## config.mk

```make
export PLATFORM = sky130hd
export DESIGN_NAME = rx_sync_fifo
export DESIGN_NICKNAME = d
export VERILOG_FILES = /design/src/rtl/rsf_pkg.sv /design/src/rtl/rsf_cfg_reg.sv /design/src/rtl/rsf_start_det.sv /design/src/rtl/rsf_bit_fifo.sv /design/src/rtl/rx_sync_fifo.sv
export SDC_FILE = /design/constraint.sdc
export NUM_CORES = 1
export LEC_CHECK = 0
export ABC_AREA = 1
export BUFFER_PORTS_ARGS = -buffer_cell sky130_fd_sc_hd__buf_2
export CAP_MARGIN = 15
export CORE_ASPECT_RATIO = 1.25
export CORE_MARGIN = 10
export CORE_UTILIZATION = 59
export CTS_BUF_LIST = sky130_fd_sc_hd__clkbuf_4
export DETAILED_ROUTE_END_ITERATION = 8
export PLACE_DENSITY = 0.82
export SLEW_MARGIN = 20
export SYNTH_ARGS = -nofsm -noshare
export SYNTH_HDL_FRONTEND = slang
export SYNTH_SLANG_ARGS = --single-unit
```

## constraint.sdc

```tcl
create_clock -name clk -period 2.4 [get_ports clk]
set_input_delay 0.12 -clock clk [delete_from_list [all_inputs] [get_ports clk]]
set_output_delay 0.12 -clock clk [all_outputs]
set_load 0.02 [all_outputs]
```

## src/rtl/rsf_pkg.sv

```systemverilog
package rsf_pkg;
  localparam int LVL_W = 4;

  typedef enum logic [1:0] {
    START_VDI    = 2'b00,
    START_SYNC   = 2'b01,
    START_NONE   = 2'b10,
    START_ALWAYS = 2'b11
  } start_mode_e;

  typedef struct packed {
    logic [LVL_W-1:0] lvl;
    start_mode_e      mode;
    logic             fill_en;
    logic             fifo_en;
  } rx_cfg_t;

  typedef enum logic {
    S_SEARCH = 1'b0,
    S_FILL   = 1'b1
  } fill_state_e;
endpackage

```

## src/rtl/rsf_cfg_reg.sv

```systemverilog
module rsf_cfg_reg
  import rsf_pkg::*;
#(
  parameter logic [7:0]  CMD_ID = 8'hCE,
  parameter logic [15:0] POR    = 16'hCE85
) (
  input  logic          clk,
  input  logic          rst_n,
  input  logic          cfg_wr,
  input  logic [15:0]   cfg_data,
  output rx_cfg_t       cfg
);
  rx_cfg_t cfg_q, cfg_d;
  logic    load;

  always_comb begin
    load  = cfg_wr && (cfg_data[15:8] == CMD_ID);
    cfg_d = cfg_q;
    if (load) cfg_d = rx_cfg_t'(cfg_data[7:0]);
  end

  always_ff @(posedge clk or negedge rst_n) begin
    if (!rst_n)    cfg_q <= rx_cfg_t'(POR[7:0]);
    else if (load) cfg_q <= cfg_d;
  end

  assign cfg = cfg_q;
endmodule

```

## src/rtl/rsf_start_det.sv

```systemverilog
module rsf_start_det
  import rsf_pkg::*;
#(
  parameter int              SYNC_W   = 16,
  parameter logic [SYNC_W-1:0] SYNC_PAT = 16'h2DD4
) (
  input  logic        clk,
  input  logic        rst_n,
  input  logic        arm,
  input  start_mode_e mode,
  input  logic        bit_vld,
  input  logic        bit_in,
  input  logic        vdi,
  output logic        wr_en,
  output logic        filling
);
  fill_state_e       st_q, st_d;
  logic [SYNC_W-1:0] sh_q, sh_d, sh_cat;

  always_comb begin
    st_d   = st_q;
    sh_d   = sh_q;
    wr_en  = 1'b0;
    sh_cat = {sh_q[SYNC_W-2:0], bit_in};
    if (!arm) begin
      st_d = S_SEARCH;
      sh_d = '0;
    end else if (st_q == S_FILL) begin
      wr_en = bit_vld;
    end else if (bit_vld) begin
      case (mode)
        START_VDI: begin
          if (vdi) begin
            st_d  = S_FILL;
            wr_en = 1'b1;
          end
        end
        START_SYNC: begin
          sh_d = sh_cat;
          if (sh_cat == SYNC_PAT) st_d = S_FILL;
        end
        START_ALWAYS: begin
          st_d  = S_FILL;
          wr_en = 1'b1;
        end
        default: ;
      endcase
    end
  end

  always_ff @(posedge clk or negedge rst_n) begin
    if (!rst_n) begin
      st_q <= S_SEARCH;
      sh_q <= '0;
    end else begin
      st_q <= st_d;
      sh_q <= sh_d;
    end
  end

  assign filling = (st_q == S_FILL);
endmodule

```

## src/rtl/rsf_bit_fifo.sv

```systemverilog
module rsf_bit_fifo #(
  parameter int DEPTH = 16,
  parameter int RD_W  = 8,
  parameter int CNT_W = $clog2(DEPTH + 1)
) (
  input  logic             clk,
  input  logic             rst_n,
  input  logic             clr,
  input  logic             wr_en,
  input  logic             wr_bit,
  input  logic             rd_en,
  output logic [RD_W-1:0]  rd_data,
  output logic [CNT_W-1:0] cnt,
  output logic             byte_rdy,
  output logic             ovf
);
  logic [DEPTH-1:0] mem_q, mem_d, mem_b;
  logic [CNT_W-1:0] cnt_q, cnt_d, cnt_b;
  logic             ovf_q, ovf_d;
  logic             pop, wr_ok;

  always_comb begin
    pop   = rd_en && (cnt_q >= CNT_W'(RD_W));
    mem_b = pop ? (mem_q >> RD_W) : mem_q;
    cnt_b = pop ? (cnt_q - CNT_W'(RD_W)) : cnt_q;
    wr_ok = wr_en && (cnt_b < CNT_W'(DEPTH));
    mem_d = mem_b;
    cnt_d = cnt_b;
    ovf_d = ovf_q;
    if (wr_ok) begin
      for (int i = 0; i < DEPTH; i++) begin
        if (CNT_W'(i) == cnt_b) mem_d[i] = wr_bit;
      end
      cnt_d = cnt_b + 1'b1;
    end else if (wr_en) begin
      ovf_d = 1'b1;
    end
    if (clr) begin
      mem_d = '0;
      cnt_d = '0;
      ovf_d = 1'b0;
    end
  end

  always_ff @(posedge clk or negedge rst_n) begin
    if (!rst_n) begin
      mem_q <= '0;
      cnt_q <= '0;
      ovf_q <= 1'b0;
    end else begin
      mem_q <= mem_d;
      cnt_q <= cnt_d;
      ovf_q <= ovf_d;
    end
  end

  for (genvar g = 0; g < RD_W; g++) begin : g_rd
    assign rd_data[RD_W-1-g] = mem_q[g];
  end

  assign cnt      = cnt_q;
  assign byte_rdy = (cnt_q >= CNT_W'(RD_W));
  assign ovf      = ovf_q;
endmodule

```

## src/rtl/rx_sync_fifo.sv

```systemverilog
module rx_sync_fifo
  import rsf_pkg::*;
#(
  parameter int          DEPTH    = 16,
  parameter int          RD_W     = 8,
  parameter int          SYNC_W   = 16,
  parameter logic [15:0] SYNC_PAT = 16'h2DD4,
  parameter logic [7:0]  CMD_ID   = 8'hCE,
  parameter logic [15:0] POR      = 16'hCE85,
  localparam int         CNT_W    = $clog2(DEPTH + 1)
) (
  input  logic             clk,
  input  logic             rst_n,
  input  logic             cfg_wr,
  input  logic [15:0]      cfg_data,
  input  logic             bit_vld,
  input  logic             bit_in,
  input  logic             vdi,
  input  logic             rd_en,
  output logic [RD_W-1:0]  rd_data,
  output logic             byte_rdy,
  output logic [CNT_W-1:0] fill_lvl,
  output logic             irq,
  output logic             ovf,
  output logic             filling
);
  rx_cfg_t     cfg;
  logic        cfg_fifo_en, cfg_fill_en, arm, wr_en;
  start_mode_e cfg_mode;

  rsf_cfg_reg #(.CMD_ID(CMD_ID), .POR(POR)) u_cfg (
    .clk(clk), .rst_n(rst_n), .cfg_wr(cfg_wr), .cfg_data(cfg_data), .cfg(cfg)
  );

  assign cfg_fifo_en = cfg.fifo_en;
  assign cfg_fill_en = cfg.fill_en;
  assign cfg_mode    = cfg.mode;
  assign arm         = cfg_fifo_en && cfg_fill_en;

  rsf_start_det #(.SYNC_W(SYNC_W), .SYNC_PAT(SYNC_PAT[SYNC_W-1:0])) u_start (
    .clk(clk), .rst_n(rst_n), .arm(arm), .mode(cfg_mode),
    .bit_vld(bit_vld), .bit_in(bit_in), .vdi(vdi),
    .wr_en(wr_en), .filling(filling)
  );

  rsf_bit_fifo #(.DEPTH(DEPTH), .RD_W(RD_W), .CNT_W(CNT_W)) u_fifo (
    .clk(clk), .rst_n(rst_n), .clr(!cfg_fifo_en),
    .wr_en(wr_en), .wr_bit(bit_in), .rd_en(rd_en),
    .rd_data(rd_data), .cnt(fill_lvl), .byte_rdy(byte_rdy), .ovf(ovf)
  );

  assign irq = cfg_fifo_en && (fill_lvl >= CNT_W'(cfg.lvl));
endmodule

```

# Word-level counts from Yosys, hierarchy flattened
# Index checks and enable logic that the tools add are counted.
word_totals:
  reg_bits: 46
  out_inout_bits: 17
  in_bits: 23
  elab_cells: 86
classes:
  add_sub_neg: 2
  muxes: 39
  eq_ne: 24
  n_reduce_logical: 9
  order_cmp: 3
op_table:
  columns: ["op", "n"]
  rows:
  - ["two-way mux 15 bit", 4]
  - ["two-way mux 16 bit", 3]
  - ["equality test 4 x 5 -> 1 bit, first input constant", 8]
  - ["two-way mux 1 bit", 27]
  - ["equality test 3 x 5 -> 1 bit, first input constant", 4]
  - ["equality test 16 x 14 -> 1 bit, second input constant", 1]
  - ["two-way mux 5 bit", 3]
  - ["equality test 2 x 5 -> 1 bit, first input constant", 2]
  - ["equality test 8 bit, second input constant", 1]
  - ["inequality test 2 bit, second input constant", 4]
  - ["adder 5 x 1 -> 5 bit, second input constant", 1]
  - ["equality test 1 x 5 -> 1 bit, first input constant", 1]
  - [">= comparator 5 x 4 -> 1 bit", 1]
  - [">= comparator 5 x 4 -> 1 bit, second input constant", 1]
  - ["logical AND 1 bit", 5]
  - ["zero test 5 bit", 1]
  - ["< comparator 5 bit, second input constant", 1]
  - ["subtractor 5 x 4 -> 5 bit, second input constant", 1]
  - ["case mux 1 bit (3 select lines)", 1]
  - ["AND reduction 3 bit", 1]
  - ["equality test 2 x 1 -> 1 bit, second input constant", 1]
  - ["equality test 2 bit, second input constant", 1]
  - ["zero test 2 bit", 1]
  - ["inequality test 2 x 1 -> 1 bit, second input constant", 1]
  - ["2 further kinds", 2]

# Logic depth before layout (Yosys ltp)
logic_depth:
  ltp_word: 8
  mapped_depth: 15

# By module
# From an unflattened synthesis, not the netlist that was laid out.
unflattened:
  cells_unflattened: 358
  area_unflattened_um2: 2798.9
modules_own_cells:
  columns: ["mod", "cells_each", "area_per_inst_um2", "instances"]
  rows:
  - ["rsf_bit_fifo", 193, 1426.4, 1]
  - ["rsf_start_det", 97, 820.8, 1]
  - ["rsf_cfg_reg", 43, 421.7, 1]
  - ["rx_sync_fifo", 25, 130.1, 1]

# Least setup slack after synthesis
# Ideal clock, no wire load.
synth_timing:
  path_kind: "register to register"
  from: "register u_fifo.cnt_q[0] (netlist: u_fifo.cnt[0])"
  to: "register u_fifo.cnt_q[4] (netlist: u_fifo.cnt[4])"
  synth_period_minus_slack_ns: 2.053
  path_slack_ns: 0.347
  arrival_time_ns: 1.989
  stages_incl_launch_ff: 15
  required_time_ns: 2.337
  path_buffers: 0
  cell_sequence: "dfrtp_1 > inv_1 > ha_1 > nand2_1 > inv_1 > nand2_2 > nand2_4 > nand2_4 > nand2_1 > nand3_1 > nor2_1 > ha_1 > o21ai_0 > nand2_1 > inv_1"
synth_between:
  elab_chain_len: 7
  elab_cells_between_ends: 9
synth_rtl:
  columns: ["element", "line_no", "rtl"]
  rows:
  - ["start, declared", "rsf_bit_fifo.sv:18", "logic [CNT_W-1:0] cnt_q, cnt_d, cnt_b;"]
  - ["start signal, assigned", "rsf_bit_fifo.sv:52", "cnt_q <= cnt_d;"]
  - [">= comparator 5 x 4 -> 1 bit *", null, null]
  - ["net byte_rdy", "rx_sync_fifo.sv:21", "output logic byte_rdy,"]
  - ["logical AND 1 bit *", "rsf_bit_fifo.sv:23", "pop = rd_en && (cnt_q >= CNT_W'(RD_W));"]
  - ["two-way mux 5 bit *", "rsf_bit_fifo.sv:25", "cnt_b = pop ? (cnt_q - CNT_W'(RD_W)) : cnt_q;"]
  - ["< comparator 5 bit", "rsf_bit_fifo.sv:26", "wr_ok = wr_en && (cnt_b < CNT_W'(DEPTH));"]
  - ["logical AND 1 bit", "rsf_bit_fifo.sv:26", null]
  - ["two-way mux 5 bit *", "rsf_bit_fifo.sv:30", "if (wr_ok) begin"]
  - ["two-way mux 5 bit *", "rsf_bit_fifo.sv:38", "if (clr) begin"]
  - ["net u_fifo.cnt_d[4]", "rsf_bit_fifo.sv:18", null]
# Mark *: on every way through the listed nets, which the timed path passes. The rest lies on a longest branch.
# A chain may end at the register's enable or synchronous reset.

# Final worst setup path
layout_timing:
  from: "register u_fifo.cnt_q[0] (netlist: u_fifo.cnt[0])"
  to: "register u_fifo.cnt_q[4] (netlist: u_fifo.cnt[4])"
layout_between:
  elab_chain_len: 7
  elab_cells_between_ends: 9
layout_rtl:
  columns: ["element", "line_no"]
  rows:
  - [">= comparator 5 x 4 -> 1 bit", "rsf_bit_fifo.sv:23"]
  - ["logical AND 1 bit", "rsf_bit_fifo.sv:23"]
  - ["two-way mux 5 bit *", "rsf_bit_fifo.sv:25"]
  - ["< comparator 5 bit", "rsf_bit_fifo.sv:26"]
  - ["logical AND 1 bit", "rsf_bit_fifo.sv:26"]
  - ["two-way mux 5 bit *", "rsf_bit_fifo.sv:30"]
  - ["two-way mux 5 bit *", "rsf_bit_fifo.sv:38"]
  - ["net u_fifo.cnt_d[4]", "rsf_bit_fifo.sv:18"]
# Marks and branches as above.

==> results.md <==
* Post-Syn Nets at roughly 370
* Largest net degree at the start of global routing at 47
* GRT overflow at 0
* FF+latch area at around 1200 um2
* Post-DP HPWL at 4290 um
* Post-Synthesis Cells at 328
* Fin Hold WS at 12.4 ps
* Fin area at 3020 um2
* Fill count at 358
* Final number of setup-violating endpoints at 0
* I/O Buffers at 39
* Most frequent cells in the layout: nand2_1, inv_1, dfrtp_1, buf_2, nor2_1
* Synth Area in Compound Gates at 11.8%
* Warnings, synthesis at 0
* Worst-margin pin slew at 585 ps
* Setup Skew at between 10 and 15 ps
* Slew margin rel. at 60.9%
* Final TNS setup at 0 ps
* NumNets Final at about 400
* CTS max path bufs at 2
* Synthesis-to-finish area growth at 13.0%
* CP max FO at 6
* Initial antenna violation count at 0
* CTS tree: done
* Clock root cell: clkbuf_4
* Hold Path Class: input port to flip-flop
* Post-Synth Simple-Gate Area at a little over a quarter
* Placed inst area at between 2000 and 3000 um2
* Clock transition at path regs at 140 ps
* Mean Syn Cell Area at between 8 and 9 um2
* CTS-repair resized insts at 0
* Diodes inserted at 0
* CTS H-tree lvls at 2
* Chip height at 95.3 um
* Count of boundary I/O pins at 40
* Min Tclk post-route at 2080 ps
* CP max-delay cell: dfrtp_1
* Number of synthesized register bits at 46
* Largest family of logic cells by synthesized area: simple AND/OR/NAND/NOR gates
* Most common cell after layout, fill and taps aside: nand2_1
* Final ANT Viol Nets at 0
* Critical path launch point type: flip-flop
* XOR/XNOR share of the synthesized area at 0%
* CP delay by family, top: simple AND/OR/NAND/NOR gates
* Final wirelength at 5840 um
* DRC at 0
* Distinct cells, synth at 31
* Rows at 27
* Worst-path cell chain: inv_1 -> ha_1 -> nand2_1 -> inv_1 -> nand2_2 -> nand2_4 -> nand2_4 -> nand2_1 -> nand3_1 -> nor2_1 -> ha_1 -> o21ai_0 -> nand2_1 -> inv_1
* DR vias at 2277
* Run status: complete, no violations
* First-pass GRT wire length at between 10000 and 15000 um
* Max cap viols at 0
* Adder-cell area share of the yosys netlist at 6.55%
* Cell Pwr Density at 494 nW/um2
* Max Clk Rate at ~480 MHz
* Inserted Clock Buffers at 5
* Pwr Total at 1490 uW
* Drt first pass iters at 4
* Multi-input gate area at 1230 um2
* Worst slack at placement at around 360 ps
* Total global routing track utilization at 16.4%
* Max stage delay on crit path at 440 ps
* RSZ-0062 raised after global routing: false
* Critical Path AT at 2400 ps
* Post-route setup slack at 322 ps
* Sequential share of the synthesized area at 43.2%
* Fraction of layout instances using a drive strength above 1 at 21.6%
* Horiz. Die Dim at 80.2 um
* Setup CP Type: flip-flop to flip-flop
* IR drop worst, VDD at 0.000364 V
* Final Max Tran Viols at 0
* Worst Path Buf+Inv at 3
* Clk_lat worst skew at 380 ps
* Clk sinks at 46
* LEAKAGE at roughly 0.0016 uW
* Vias per std cell at about 5.3
* Placer congestion estimate at 0.843
* Period utilisation layout at 86.6%
* CP Data Required Time at 2730 ps
* Post-synthesis mux area share at 0.842%
* Initial drt markers at 195
* Number of global-route vias before repair at 2286
* Post-Syn Area at 2680 um2
* Initial Utilization at 60.9%
* Critical Path Sink Type: flip-flop
* Die area at 7650 um2
* Drt wl/cell at 13.6 um
* Final-report hold violation count at 0
* Core area at 4390 um2
-- sequential cells by signal, indices dropped and copies added, names as in the netlist --
register	cells
u_fifo.mem_q	16
u_start.filling	1
u_start.sh_q	15
u_fifo.ovf	1
u_fifo.cnt	5
u_cfg.cfg	8
-- per-stage QoR --
step           utilization (%)  instances
2_1_floorplan                -        328
3_3_place_gp              65.3        412
3_5_place_dp              65.3        412
4_1_cts                   68.8        429
5_1_grt                   68.9        429
6_report                  68.9        429
-- power breakdown --
| group | total (uW) | internal (uW) | switching [uW] |
|---|---|---|---|
| combinational | 261 | 89.8 | 172 |
| clock | 409 | 126 | 283 |
| sequential | 823 | 804 | 19.7 |
-- final cells by class --
cell class / count / share of cell area, %
multi-input combinational: 216 / 40.8
sequential: 46 / 38.2
timing repair buffer: 51 / 10.3
inverter: 50 / 6.21
tap: 58 / 2.40
clock buffer: 5 / 1.24
clock inverter: 3 / 0.869
-- worst paths after layout --
check / end / slack, ps / depth (start not counted) / startpoint
max: u_fifo.cnt[4]$_DFF_PN0_ / 320 / 14 / u_fifo.cnt[0]$_DFFE_PN0P_
min: u_fifo.mem_q[15]$_DFF_PN0_ / 10 / 3 / bit_in
max reg2reg: u_fifo.cnt[4]$_DFF_PN0_ / 320 / 14 / u_fifo.cnt[0]$_DFFE_PN0P_
min reg2reg: u_cfg.cfg[7]$_DFFE_PN1P_ / 510 / 2 / u_cfg.cfg[7]$_DFFE_PN1P_
max in group asynchronous: u_cfg.cfg[2]$_DFFE_PN1P_ / 1750 / 2 / rst_n
min in group asynchronous: u_fifo.mem_q[8]$_DFF_PN0_ / 260 / 2 / rst_n
-- synthesized netlist by cell type, drive strengths merged --
library cell	n	area [um2]
clkbuf	3	11.3
nor3b	1	7.51
a211oi	1	7.51
buf	13	87.6
nor2	40	211
nor3	5	25.0
clkinv	1	3.75
inv	49	184
o22ai	15	93.8
nand3	31	178
nand4	4	25.0
mux2	2	22.5
dfstp	3	78.8
dfrtp	43	1080
ha	14	175
o21bai	1	7.51
a21oi	23	126
nand2	65	274
o21ai	14	81.3
-- what timing repair did --
| action | in CTS | in global routing |
|---|---|---|
| hold buffers | 9 | 0 |
| endpoints found under the hold margin | 51 | 0 |
| buffers inserted | 0 | 0 |
-- logic make-up (layout without fill, tap and decap cells) --
logic type / count (synthesis) / after routing
multiplexers: 2 / 2
flip-flops: 46 / 46
adder cells (fa/ha/maj): 14 / 14
AND/OR/NAND/NOR: 146 / 146
buffers and inverters: 66 / 109
AO/OA/AOI/OAI: 54 / 54
-- layer usage --
layer  GRT usage [%]  part of all wire (%)
met1            18.2                    42
met2            28.9                    51
met3            4.33                   4.9
met4            6.62                   2.0
met5               0                     0
-- tightest hold or removal path: stages --
cell	delay, ps
buf_2	90
o21ai_1	60
nor2_1	70
(Power assumes the default switching activity.)
